## src/rtl/trim_prog_decoder.sv

```systemverilog
module trim_prog_decoder #(
  parameter int TRIM_W    = 5,
  parameter int CNT_W     = 6,
  parameter int MIN_PULSE = 20,
  parameter int MIN_GAP   = 20,
  parameter int BLOW_LEN  = 100,
  parameter int LOCK_ADDR = 32
) (
  input  logic              clk,
  input  logic              rst_n,
  input  logic [1:0]        lvl,
  output logic [TRIM_W-1:0] trim,
  output logic [TRIM_W-1:0] blow_stb,
  output logic              lock_stb,
  output logic              locked,
  output logic              cmd_err
);
  localparam int LONGEST  = (BLOW_LEN > MIN_PULSE) ? ((BLOW_LEN > MIN_GAP) ? BLOW_LEN : MIN_GAP)
                                                   : ((MIN_PULSE > MIN_GAP) ? MIN_PULSE : MIN_GAP);
  localparam int RUN_W    = $clog2(LONGEST + 1);
  localparam int TRIM_MAX = (1 << TRIM_W) - 1;
  localparam logic [RUN_W-1:0] RUN_MAX = '1;
  localparam logic [CNT_W-1:0] CNT_MAX = '1;

  localparam logic [1:0] SYM_ZERO = 2'd0;
  localparam logic [1:0] SYM_LOW  = 2'd1;
  localparam logic [1:0] SYM_MID  = 2'd2;
  localparam logic [1:0] SYM_HIGH = 2'd3;

  logic [1:0]        lvl_q;
  logic [RUN_W-1:0]  run_len;
  logic              en;
  logic [CNT_W-1:0]  cnt;
  logic [TRIM_W-1:0] prov;
  logic [TRIM_W-1:0] fuse;

  wire ended     = (lvl != lvl_q);
  wire real_run  = (run_len >= RUN_W'(MIN_PULSE));
  wire long_run  = (run_len >= RUN_W'(BLOW_LEN));
  wire mid_done  = ended && (lvl_q == SYM_MID)  && real_run;
  wire high_done = ended && (lvl_q == SYM_HIGH) && real_run;
  wire gap_short = ended && (lvl_q == SYM_LOW)  && (run_len < RUN_W'(MIN_GAP));

  wire [CNT_W-1:0] cnt_inc = (cnt == CNT_MAX) ? cnt : cnt + CNT_W'(1);
  wire cnt_pow2  = (cnt != '0) && ((cnt & (cnt - CNT_W'(1))) == '0);
  wire cnt_lock  = (cnt == CNT_W'(LOCK_ADDR));
  wire cnt_bit   = cnt_pow2 && (cnt <= CNT_W'(TRIM_MAX));
  wire burn      = high_done && long_run && en && (cnt != '0) && !locked;
  wire clear_seq = (lvl == SYM_ZERO) || locked || gap_short;

  assign trim = locked ? fuse : (fuse | prov);

  always_ff @(posedge clk or negedge rst_n) begin
    if (!rst_n) begin
      lvl_q    <= SYM_ZERO;
      run_len  <= '0;
      en       <= 1'b0;
      cnt      <= '0;
      prov     <= '0;
      fuse     <= '0;
      locked   <= 1'b0;
      blow_stb <= '0;
      lock_stb <= 1'b0;
      cmd_err  <= 1'b0;
    end else begin
      lvl_q    <= lvl;
      run_len  <= ended ? RUN_W'(1) : ((run_len == RUN_MAX) ? run_len : run_len + RUN_W'(1));
      blow_stb <= '0;
      lock_stb <= 1'b0;
      cmd_err  <= 1'b0;

      if (burn) begin
        if (cnt_lock) begin
          locked   <= 1'b1;
          lock_stb <= 1'b1;
        end else if (cnt_bit) begin
          fuse     <= fuse | cnt[TRIM_W-1:0];
          blow_stb <= cnt[TRIM_W-1:0];
        end else begin
          cmd_err  <= 1'b1;
        end
      end

      if (clear_seq) begin
        en  <= 1'b0;
        cnt <= '0;
      end else if (high_done) begin
        en  <= !long_run;
        cnt <= '0;
      end else if (mid_done && en) begin
        cnt <= cnt_inc;
      end

      if ((lvl == SYM_ZERO) || locked || (burn && cnt_lock))
        prov <= '0;
      else if (mid_done && en && !gap_short && (cnt_inc <= CNT_W'(TRIM_MAX)))
        prov <= cnt_inc[TRIM_W-1:0];
    end
  end
endmodule


```

## config.mk

```make
export PLATFORM = sky130hd
export DESIGN_NAME = trim_prog_decoder
export DESIGN_NICKNAME = d
export VERILOG_FILES = /design/src/rtl/trim_prog_decoder.sv
export SDC_FILE = /design/constraint.sdc
export NUM_CORES = 1
export LEC_CHECK = 0
export BUFFER_PORTS_ARGS = -buffer_cell sky130_fd_sc_hd__buf_2
export CAP_MARGIN = 10
export CORE_ASPECT_RATIO = 1.5
export CORE_MARGIN = 2
export CORE_UTILIZATION = 55
export DETAILED_ROUTE_END_ITERATION = 10
export GPL_ROUTABILITY_DRIVEN = 1
export GPL_TIMING_DRIVEN = 0
export PLACE_DENSITY = 0.83
export RECOVER_POWER = 100
export SLEW_MARGIN = 20
export SYNTH_ARGS = -nofsm -noshare
export SYNTH_HDL_FRONTEND = slang
export SYNTH_SLANG_ARGS = --single-unit
```

## constraint.sdc

```tcl
create_clock -name clk -period 2.3 [get_ports clk]
set_input_delay 0.115 -clock clk [delete_from_list [all_inputs] [get_ports clk]]
set_output_delay 0.115 -clock clk [all_outputs]
set_load 0.005 [all_outputs]
```

==> results of run 1 <==
==> sequential cells by signal, summed over array words and instances, names as in the netlist <==
name,count
cnt,6
fuse,5
lvl_q,2
en,1
prov,5
lock_stb,1
blow_stb,5
run_len,7
cmd_err,1
locked,1
==> per-layer routing <==
layer | vias to the layer above | share of wire | wire, um
met1 | 733 | 0.37 | 1497
met4 | 0 | 0.034 | 138
met5 | - | 0 | 0
met3 | 14 | 0.052 | 214
met2 | 61 | 0.55 | 2229
li1 | 731 | - | -
==> critical path, delay by kind of cell, from the launching register on <==
| kind | cells | cell delay [ps] |
|---|---|---|
| adder cells (fa/ha/maj) | 1 | 150 |
| AND/OR/NAND/NOR | 3 | 1070 |
| buffers and inverters | 1 | 140 |
| AO/OA/AOI/OAI | 1 | 130 |
| flip-flops | 1 | 470 |
==> timing repair <==
item                                   4_1_cts  5_1_grt
resized for setup                            0        0
buffers inserted                             0        0
endpoints found under the hold margin       34        0
hold buffers                                 1        0
==> cells in the final DEF (no fill, tap or decap), types with 7 or more instances in the layout <==
| master | instances |
|---|---|
| a21o_1 | 8 |
| nor2_1 | 15 |
| nand2_1 | 13 |
| a21oi_1 | 7 |
| o21ai_0 | 7 |
| nor3_1 | 7 |
| buf_2 | 9 |
| clkbuf_1 | 11 |
| dfrtp_1 | 34 |
==> kinds of logic (layout without fill, tap and decap cells) <==
family	count (synthesis)	count (layout)	share of synthesized area
fa+ha+maj	6	6	0.03943
buf+inv	11	36	0.02787
flops	34	34	0.4623
simple gates	67	67	0.1972
compound gates	55	55	0.2230
mux	4	4	0.02175
xor+xnor	6	6	0.02856
==> worst max-delay path by stage <==
stage | from | endpoint | slack [ps] | cells past startpoint
final | cnt[0] | prov[3] | 210 | 6
after global placement | cnt[0] | prov[4] | 300 | 6
after detailed placement | cnt[0] | prov[3] | 290 | 6
after floorplan | cnt[0] | prov[1] | 550 | 6
after CTS | cnt[0] | prov[4] | 210 | 6
after global routing | cnt[0] | prov[1] | 40 | 6
==> power by group <==
part	switching, mW	internal (mW)
registers	0.00916	0.605
clock network	0.205	0.324
logic	0.0364	0.0167
==> cell type report <==
cell class | instances | area, um^2 | share of cell area
Multi-Input combinational cell | 138 | 929.6 | 0.4492
Sequential cell | 34 | 850.8 | 0.4111
Timing Repair Buffer | 17 | 81.33 | 0.03930
Clock buffer | 7 | 76.32 | 0.03688
Tap cell | 40 | 50.05 | 0.02418
Buffer | 6 | 32.53 | 0.01572
Clock inverter | 1 | 30.03 | 0.01451
Inverter | 5 | 18.77 | 0.009069
==> per-stage QoR <==
stage,hold slack [ps],area (um^2),instances
floorplan,-180.6,1841,183
CTS,7.177,2087,248
finish,52.15,2069,248
global route,58.07,2069,248
detailed placement,223.8,1971,239
global placement,208.0,1971,239
==> impl_metrics.py, run 1 <==
metrics = {
    "run_status": {
        "outcome": "finished, final reports clean",
    },
    "cts": {
        "clk_path_buf_depth": 2,
        "root_buffer": "clkbuf_8",
        "clk_pin_slew_ps": 70,
        "cts_num_sinks": 34,
        "cts_max_level": 2,
        "cts_made_buffers": 5,
        "clk_latency_ps": 290,
        "cts_tree": "yes",
    },
    "pwr": {
        "ir_worst_vdd_mv": 0.3909,
        "finalPower_mw": 1.196,
        "pwr_density_cell_nw_per_um2": 578.1,
        "power_leakage_nw": 0.9504,
    },
    "floorplan": {
        "die_area_um2": 3835,
        "ioPinCount": 17,
        "die_y_um": 74.85,
        "start_util": 0.5769,
        "num_rows": 25,
        "die_x_um": 51.23,
        "core_um2": 3191,
    },
    "critical_path": {
        "start_kind": "flip-flop",
        "critPathSlowestCell": "nor4b_1",
        "critical_path_arrival_ps": 2240,
        "r2r-end": "prov[3]",
        "reg2regPathDepth": 6,
        "cpPeakStageDelay_ps": 500,
        "reg2reg_setup_slack_ps": 210,
        "cp_cell_sequence": "inv_1 -> ha_1 -> nor4b_1 -> nand2_1 -> nor2_1 -> o31ai_1",
        "crit_required_ps": 2460,
        "critPathMaxFanout": 10,
        "regToRegStartpoint": "cnt[0]",
        "path_class": "flip-flop to flip-flop",
        "cp-end-kind": "flip-flop",
    },
    "global_route": {
        "grt_use_met2": 0.4098,
        "grt_use_met3": 0.04365,
        "grt_max_degree": 35,
        "grt-ovfl-total": 0,
        "grt_pass1_wl_um": 6541,
        "antenna_found_initial": 0,
        "grt-busiest-layer": "met2",
        "grt_use_met1": 0.2546,
        "grt_usage": 0.2318,
        "grt_pass1_vias": 1460,
    },
    "cells_and_area": {
        "antenna_cells": 0,
        "fill_cells": 268,
        "final_util": 0.6486,
        "area_growth_pct": 12.44,
        "layout-drive-gt1-share": 0.1154,
        "fin_nets": 216,
    },
    "sta": {
        "hold_viol": 0,
        "slew_headroom": 0.4531,
        "period_needed_ps": 2086,
        "worst_pin_slew_ps": 820.3,
        "finalCritPeriodShare": 0.9069,
        "max_freq_mhz": 479.4,
        "finalSetupViolCount": 0,
        "fin_tns_setup_ps": 0,
        "clock_skew_ps": 8.049,
        "drv_slew": 0,
        "rsz0062_at_grt": "false",
        "fin_ws_ps": 214.2,
    },
    "synth": {
        "synth_commonest_cells": "dfrtp_1 (34), nor2_1 (15), nand2_1 (13)",
        "ys_async_sr_fraction": 1.000,
        "synth_most_common_cell": "dfrtp_1",
        "yosys.area.top_type_share": 0.4623,
        "yosys_most_used_dff": "dfrtp_1",
        "synth_cell_types": 51,
        "synth_edf_count": 0,
        "synthTopCellsByArea": "dfrtp_1 (46%), ha_1 (3.4%), a21o_1 (3.3%), nor2_1 (3.1%), nand2_1 (2.7%)",
        "ys_ff_latch": 34,
        "synth_nets": 192,
        "syn-instance-count": 183,
        "syn-cell-area_um2": 1841,
        "yosysWarnings": 0,
        "syn_area_per_cell_um2": 10.06,
        "post-synth-top-area-cell": "dfrtp_1",
        "synth_seq_area_share": 0.4623,
    },
    "hold_path": {
        "hold_path_class": "input pin to flip-flop",
        "min_from": "lvl[1]",
        "worst_hold_path.endpoint": "lvl_q[1]",
        "holdPathStages": 1,
    },
    "place": {
        "hpwl_um": 2994,
        "pre_cts_slack_ps": 287.3,
        "gp_congestion": 0.8979,
        "port_buffers": 16,
    },
    "routing": {
        "route.detailed.wl_per_inst_um": 16.45,
        "drc": 0,
        "ant_nets": 0,
        "vias": 1539,
        "vias_per_cell": 6.206,
        "drt_iter0_markers": 74,
        "wl_um": 4079,
        "first_pass_iters": 5,
    },
    "job": {
        "maxCapViolCount": 0,
    },
}
(Power assumes the default switching activity.)
==> run 2, diff against run 1 <==
CORE_UTILIZATION = 35   (was 55)
PLACE_DENSITY = 0.6   (was 0.83)
==> impl_metrics.py, run 2 (synthesized netlist as in run 1, its figures left out) <==
metrics = {
    "floorplan": {
        "start_util": 0.3591,
        "die_y_um": 92.82,
        "die_x_um": 63.21,
        "num_rows": 32,
        "ioPinCount": 17,
        "die_area_um2": 5867,
        "core_um2": 5125,
    },
    "critical_path": {
        "start_kind": "flip-flop",
        "regToRegStartpoint": "cnt[0]",
        "critPathLaunch": "cnt[0]",
        "cp_top_family": "compound AO/OA/AOI/OAI gates",
        "crit_required_ps": 2450,
        "cpPeakStageDelay_ps": 500,
        "critPathBufInv": 1,
        "critical_path_arrival_ps": 2230,
        "critPathSlowestCell": "dfrtp_1",
        "critPathMaxFanout": 10,
        "cp_cell_sequence": "ha_1 -> clkbuf_1 -> nor2b_1 -> and3_1 -> o21a_1 -> a2111oi_0",
        "path_class": "flip-flop to flip-flop",
        "cp-end-kind": "flip-flop",
    },
    "routing": {
        "ant_nets": 0,
        "first_pass_iters": 5,
        "drc": 0,
        "route.detailed.wl_per_inst_um": 15.55,
        "vias": 1503,
        "drt_iter0_markers": 122,
        "vias_per_cell": 5.446,
        "wl_um": 4293,
    },
    "cells_and_area": {
        "ff_latch_area_um2": 850.8,
        "fin_nets": 216,
        "final_util": 0.4092,
        "layout-drive-gt1-share": 0.1298,
        "largest_reg_flops": 7,
        "fill_cells": 549,
        "area_growth_pct": 13.94,
        "top_register": "run_len",
        "antenna_cells": 0,
        "multiInputGateArea_um2": 937.1,
        "fin_cells": 276,
        "reg_top3": "run_len: 7 flops, cnt: 6 flops",
        "final_common_cell": "dfrtp_1",
        "final_cell_mix": "dfrtp_1 (34), nor2_1 (15), nand2_1 (13), buf_2 (10), clkbuf_1 (10)",
    },
    "sta": {
        "worst_pin_slew_ps": 852.4,
        "hold_viol": 0,
        "fin_tns_setup_ps": 0,
        "max_freq_mhz": 480.0,
        "slew_headroom": 0.4317,
        "clock_skew_ps": 9.395,
        "finalCritPeriodShare": 0.9058,
        "period_needed_ps": 2083,
        "drv_slew": 0,
        "finalSetupViolCount": 0,
        "rsz0062_at_grt": "false",
        "hold_ws_ps": 48.81,
    },
    "cts": {
        "cts_tree": "yes",
        "clk_path_buf_depth": 2,
        "root_buffer": "clkbuf_8",
        "clk_pin_slew_ps": 70,
        "cts_made_buffers": 5,
        "cts_num_sinks": 34,
        "cts_max_level": 2,
        "clk_latency_ps": 280,
    },
    "hold_path": {
        "min_from": "lvl[1]",
        "hold_path_class": "input pin to flip-flop",
    },
    "global_route": {
        "grt-busiest-layer": "met2",
        "grt_pass1_wl_um": 7334,
        "grt_use_met2": 0.3050,
        "antenna_found_initial": 0,
        "grt_pass1_vias": 1494,
        "grt_max_degree": 35,
        "grt_use_met1": 0.1777,
        "grt_use_met3": 0.02673,
        "grt_usage": 0.1623,
        "grt-ovfl-total": 0,
    },
    "place": {
        "hpwl_um": 3172,
        "gp_congestion": 0.7813,
        "port_buffers": 16,
        "dp.cells": 267,
    },
    "run_status": {
        "outcome": "finished, final reports clean",
    },
    "pwr": {
        "power_leakage_nw": 0.9568,
        "finalPower_mw": 1.118,
        "pwr_density_cell_nw_per_um2": 533.1,
        "ir_worst_vdd_mv": 0.2704,
    },
    "job": {
        "maxCapViolCount": 0,
    },
}
[run 2: cell count changes in the layout (fill, tap and decap cells not counted), sizes merged]
cell,delta
buf,+1
bufinv,-1
clkbuf,-1
clkinv,+1
[run 2: cell type report]
class / instances / area share
multi-input combinational: 138 / 0.4469
sequential: 34 / 0.4057
tap: 68 / 0.04057
inverter: 5 / 0.008950
timing repair buffer: 17 / 0.03878
clock inverter: 1 / 0.002387
clock buffer: 7 / 0.04117
buffer: 6 / 0.01551
[run 2: repair_timing]
| item | in CTS | in global routing |
|---|---|---|
| endpoints found under the setup margin | 0 | 3 |
| endpoints found under the hold margin | 34 | 0 |
| resized for setup | 0 | 1 |
| hold buffers | 1 | 0 |
| setup buffers | 0 | 0 |
[run 2: metrics by stage]
stage / area (um^2) / worst slack, ps
6_report: 2097 / 216.6
5_1_grt: 2097 / 77.92
4_1_cts: 2107 / 221.5
3_5_place_dp: 2006 / 246.7
3_3_place_gp: 2006 / 228.4
2_1_floorplan: 1841 / 553.5
[run 2: power breakdown]
group | internal [mW] | switching [mW] | total [mW]
sequential | 0.605 | 0.00963 | 0.614
clock | 0.241 | 0.209 | 0.450
combinational | 0.0167 | 0.0364 | 0.0531
total | 0.863 | 0.255 | 1.12
[run 2: layer usage]
layer / vias up / share of wire
li1: 728 / -
met1: 742 / 0.41
met2: 26 / 0.55
met3: 7 / 0.019
met4: 0 / 0.019
met5: - / 0
[run 2: worst register-to-register path, cell delays in order (launching register included)]
cell	delay [ps]
dfrtp_1	500
ha_1	190
clkbuf_1	300
nor2b_1	140
and3_1	240
o21a_1	230
a2111oi_0	350
[run 2: path summary, 6_finish.rpt]
check	end	slack, ps	cells past startpoint
setup / recovery	prov[1]	220	6
hold / removal	lvl_q[1]	50	1
setup reg to reg	prov[1]	220	6
hold reg to reg	fuse[3]	470	1
max in group asynchronous	cnt[4]	1290	2
min in group asynchronous	blow_stb[0]	470	2
==> run 3, diff against run 2 <==
CTS_BUF_LIST = sky130_fd_sc_hd__clkbuf_4   (was default)
==> impl_metrics.py, run 3 (synthesized netlist as in run 1, its figures left out) <==
metrics = {
    "routing": {
        "route.detailed.wl_per_inst_um": 15.60,
        "first_pass_iters": 4,
        "vias": 1523,
        "drc": 0,
        "drt_iter0_markers": 120,
        "vias_per_cell": 5.478,
        "wl_um": 4338,
        "ant_nets": 0,
    },
    "global_route": {
        "grt_pass1_vias": 1507,
        "grt_pass1_wl_um": 7369,
        "grt_usage": 0.1628,
        "antenna_found_initial": 0,
        "grt_max_degree": 35,
        "grt-ovfl-total": 0,
    },
    "floorplan": {
        "die_y_um": 92.82,
        "die_x_um": 63.21,
        "core_um2": 5125,
        "die_area_um2": 5867,
        "ioPinCount": 17,
        "start_util": 0.3591,
        "num_rows": 32,
    },
    "cts": {
        "post-cts-setup-buffers": 0,
        "cts_max_level": 2,
        "clk_path_buf_depth": 2,
        "root_buffer": "clkbuf_4",
        "cts_num_sinks": 34,
        "clk_latency_ps": 340,
        "cts_tree": "yes",
        "cts_made_buffers": 5,
        "clk_pin_slew_ps": 110,
    },
    "critical_path": {
        "crit_required_ps": 2510,
        "critPathBufInv": 1,
        "critPathSlowestCell": "dfrtp_1",
        "start_kind": "flip-flop",
        "cpPeakStageDelay_ps": 520,
        "path_class": "flip-flop to flip-flop",
        "cp-end-kind": "flip-flop",
        "cp_top_family": "compound AO/OA/AOI/OAI gates",
        "critical_path_arrival_ps": 2310,
        "critPathMaxFanout": 10,
        "cp_cell_sequence": "ha_1 -> clkbuf_1 -> nor2b_1 -> and3_1 -> o21a_1 -> a2111oi_0",
        "reg2reg_setup_slack_ps": 200,
    },
    "cells_and_area": {
        "fin_nets": 218,
        "reg_top3": "run_len: 7 flops, cnt: 6 flops",
        "layout-drive-gt1-share": 0.1286,
        "largest_reg_flops": 7,
        "fill_cells": 555,
        "antenna_cells": 0,
        "final_cell_mix": "dfrtp_1 (34), nor2_1 (15), nand2_1 (13), buf_2 (10), clkbuf_1 (9)",
        "top_register": "run_len",
        "area_growth_pct": 12.98,
        "final_common_cell": "dfrtp_1",
        "fin_area_um2": 2079,
    },
    "sta": {
        "rsz0062_at_grt": "false",
        "clock_skew_ps": 16.51,
        "fin_ws_ps": 197.2,
        "worst_pin_slew_ps": 850.6,
        "max_freq_mhz": 475.6,
        "slew_headroom": 0.4329,
        "fin_tns_setup_ps": 0,
        "drv_slew": 0,
        "finalSetupViolCount": 0,
        "period_needed_ps": 2103,
        "hold_viol": 0,
        "finalCritPeriodShare": 0.9143,
    },
    "pwr": {
        "pwr_density_cell_nw_per_um2": 476.9,
        "power_leakage_nw": 0.9500,
        "finalPower_mw": 0.9917,
        "ir_worst_vdd_mv": 0.2113,
    },
    "job": {
        "maxCapViolCount": 0,
    },
    "place": {
        "placed_cell_area_um2": 2006,
        "pre_cts_slack_ps": 246.7,
        "port_buffers": 16,
        "gp_congestion": 0.7813,
        "hpwl_um": 3172,
    },
    "run_status": {
        "outcome": "finished, final reports clean",
    },
    "hold_path": {
        "hold_path_class": "input pin to async pin",
    },
}
run 3: worst register-to-register path, delay by kind of cell (launching register included):
kind	cells	cell delay (ps)
AO/OA/AOI/OAI	2	580
adder cells (fa/ha/maj)	1	190
buffers and inverters	1	310
flip-flops	1	520
AND/OR/NAND/NOR	2	380
run 3: final timing paths:
check / from / cells past startpoint / endpoint
min: rst_n / 2 / blow_stb[0]
max in group asynchronous: rst_n / 2 / cnt[4]
max reg2reg: cnt[0] / 6 / prov[1]
min reg2reg: fuse[3] / 1 / fuse[3]
max: cnt[0] / 6 / prov[1]
min in group clk: fuse[3] / 1 / fuse[3]
run 3: area by class of cell:
| cell class | instances | area, um^2 | area share |
|---|---|---|---|
| Clock inverter | 2 | 8.758 | 0.004212 |
| Multi-Input combinational cell | 138 | 937.1 | 0.4507 |
| Timing Repair Buffer | 19 | 101.3 | 0.04874 |
| Sequential cell | 34 | 850.8 | 0.4091 |
| Buffer | 6 | 32.53 | 0.01564 |
| Clock buffer | 6 | 45.04 | 0.02166 |
| Inverter | 5 | 18.77 | 0.009025 |
| Tap cell | 68 | 85.08 | 0.04091 |
run 3: power breakdown:
| part | internal, mW | switching, mW | total (mW) |
|---|---|---|---|
| registers | 0.604 | 0.00965 | 0.614 |
| logic | 0.0188 | 0.0367 | 0.0556 |
| clock network | 0.127 | 0.195 | 0.322 |
run 3: what timing repair did:
action	CTS	global route
endpoints found under the setup margin	0	3
hold endpoints to repair	36	0
hold buffers	3	0
resized for setup	0	1
run 3: through the flow:
stage / hold WS (ps) / util / std cells
after global routing: 473.7 / 0.4058 / 278
after detailed placement: 241.6 / 0.3914 / 267
final: 408.5 / 0.4058 / 278
after CTS: 411.4 / 0.4077 / 278
after global placement: 234.9 / 0.3914 / 267
after floorplan: -180.6 / - / 183
run 3: layer usage:
metal	share of wire	track usage	routed length, um
met2	0.55	0.3059	2385
met5	0	0	0
met1	0.40	0.1785	1754
met4	0.021	0.06703	89
met3	0.025	0.02673	108
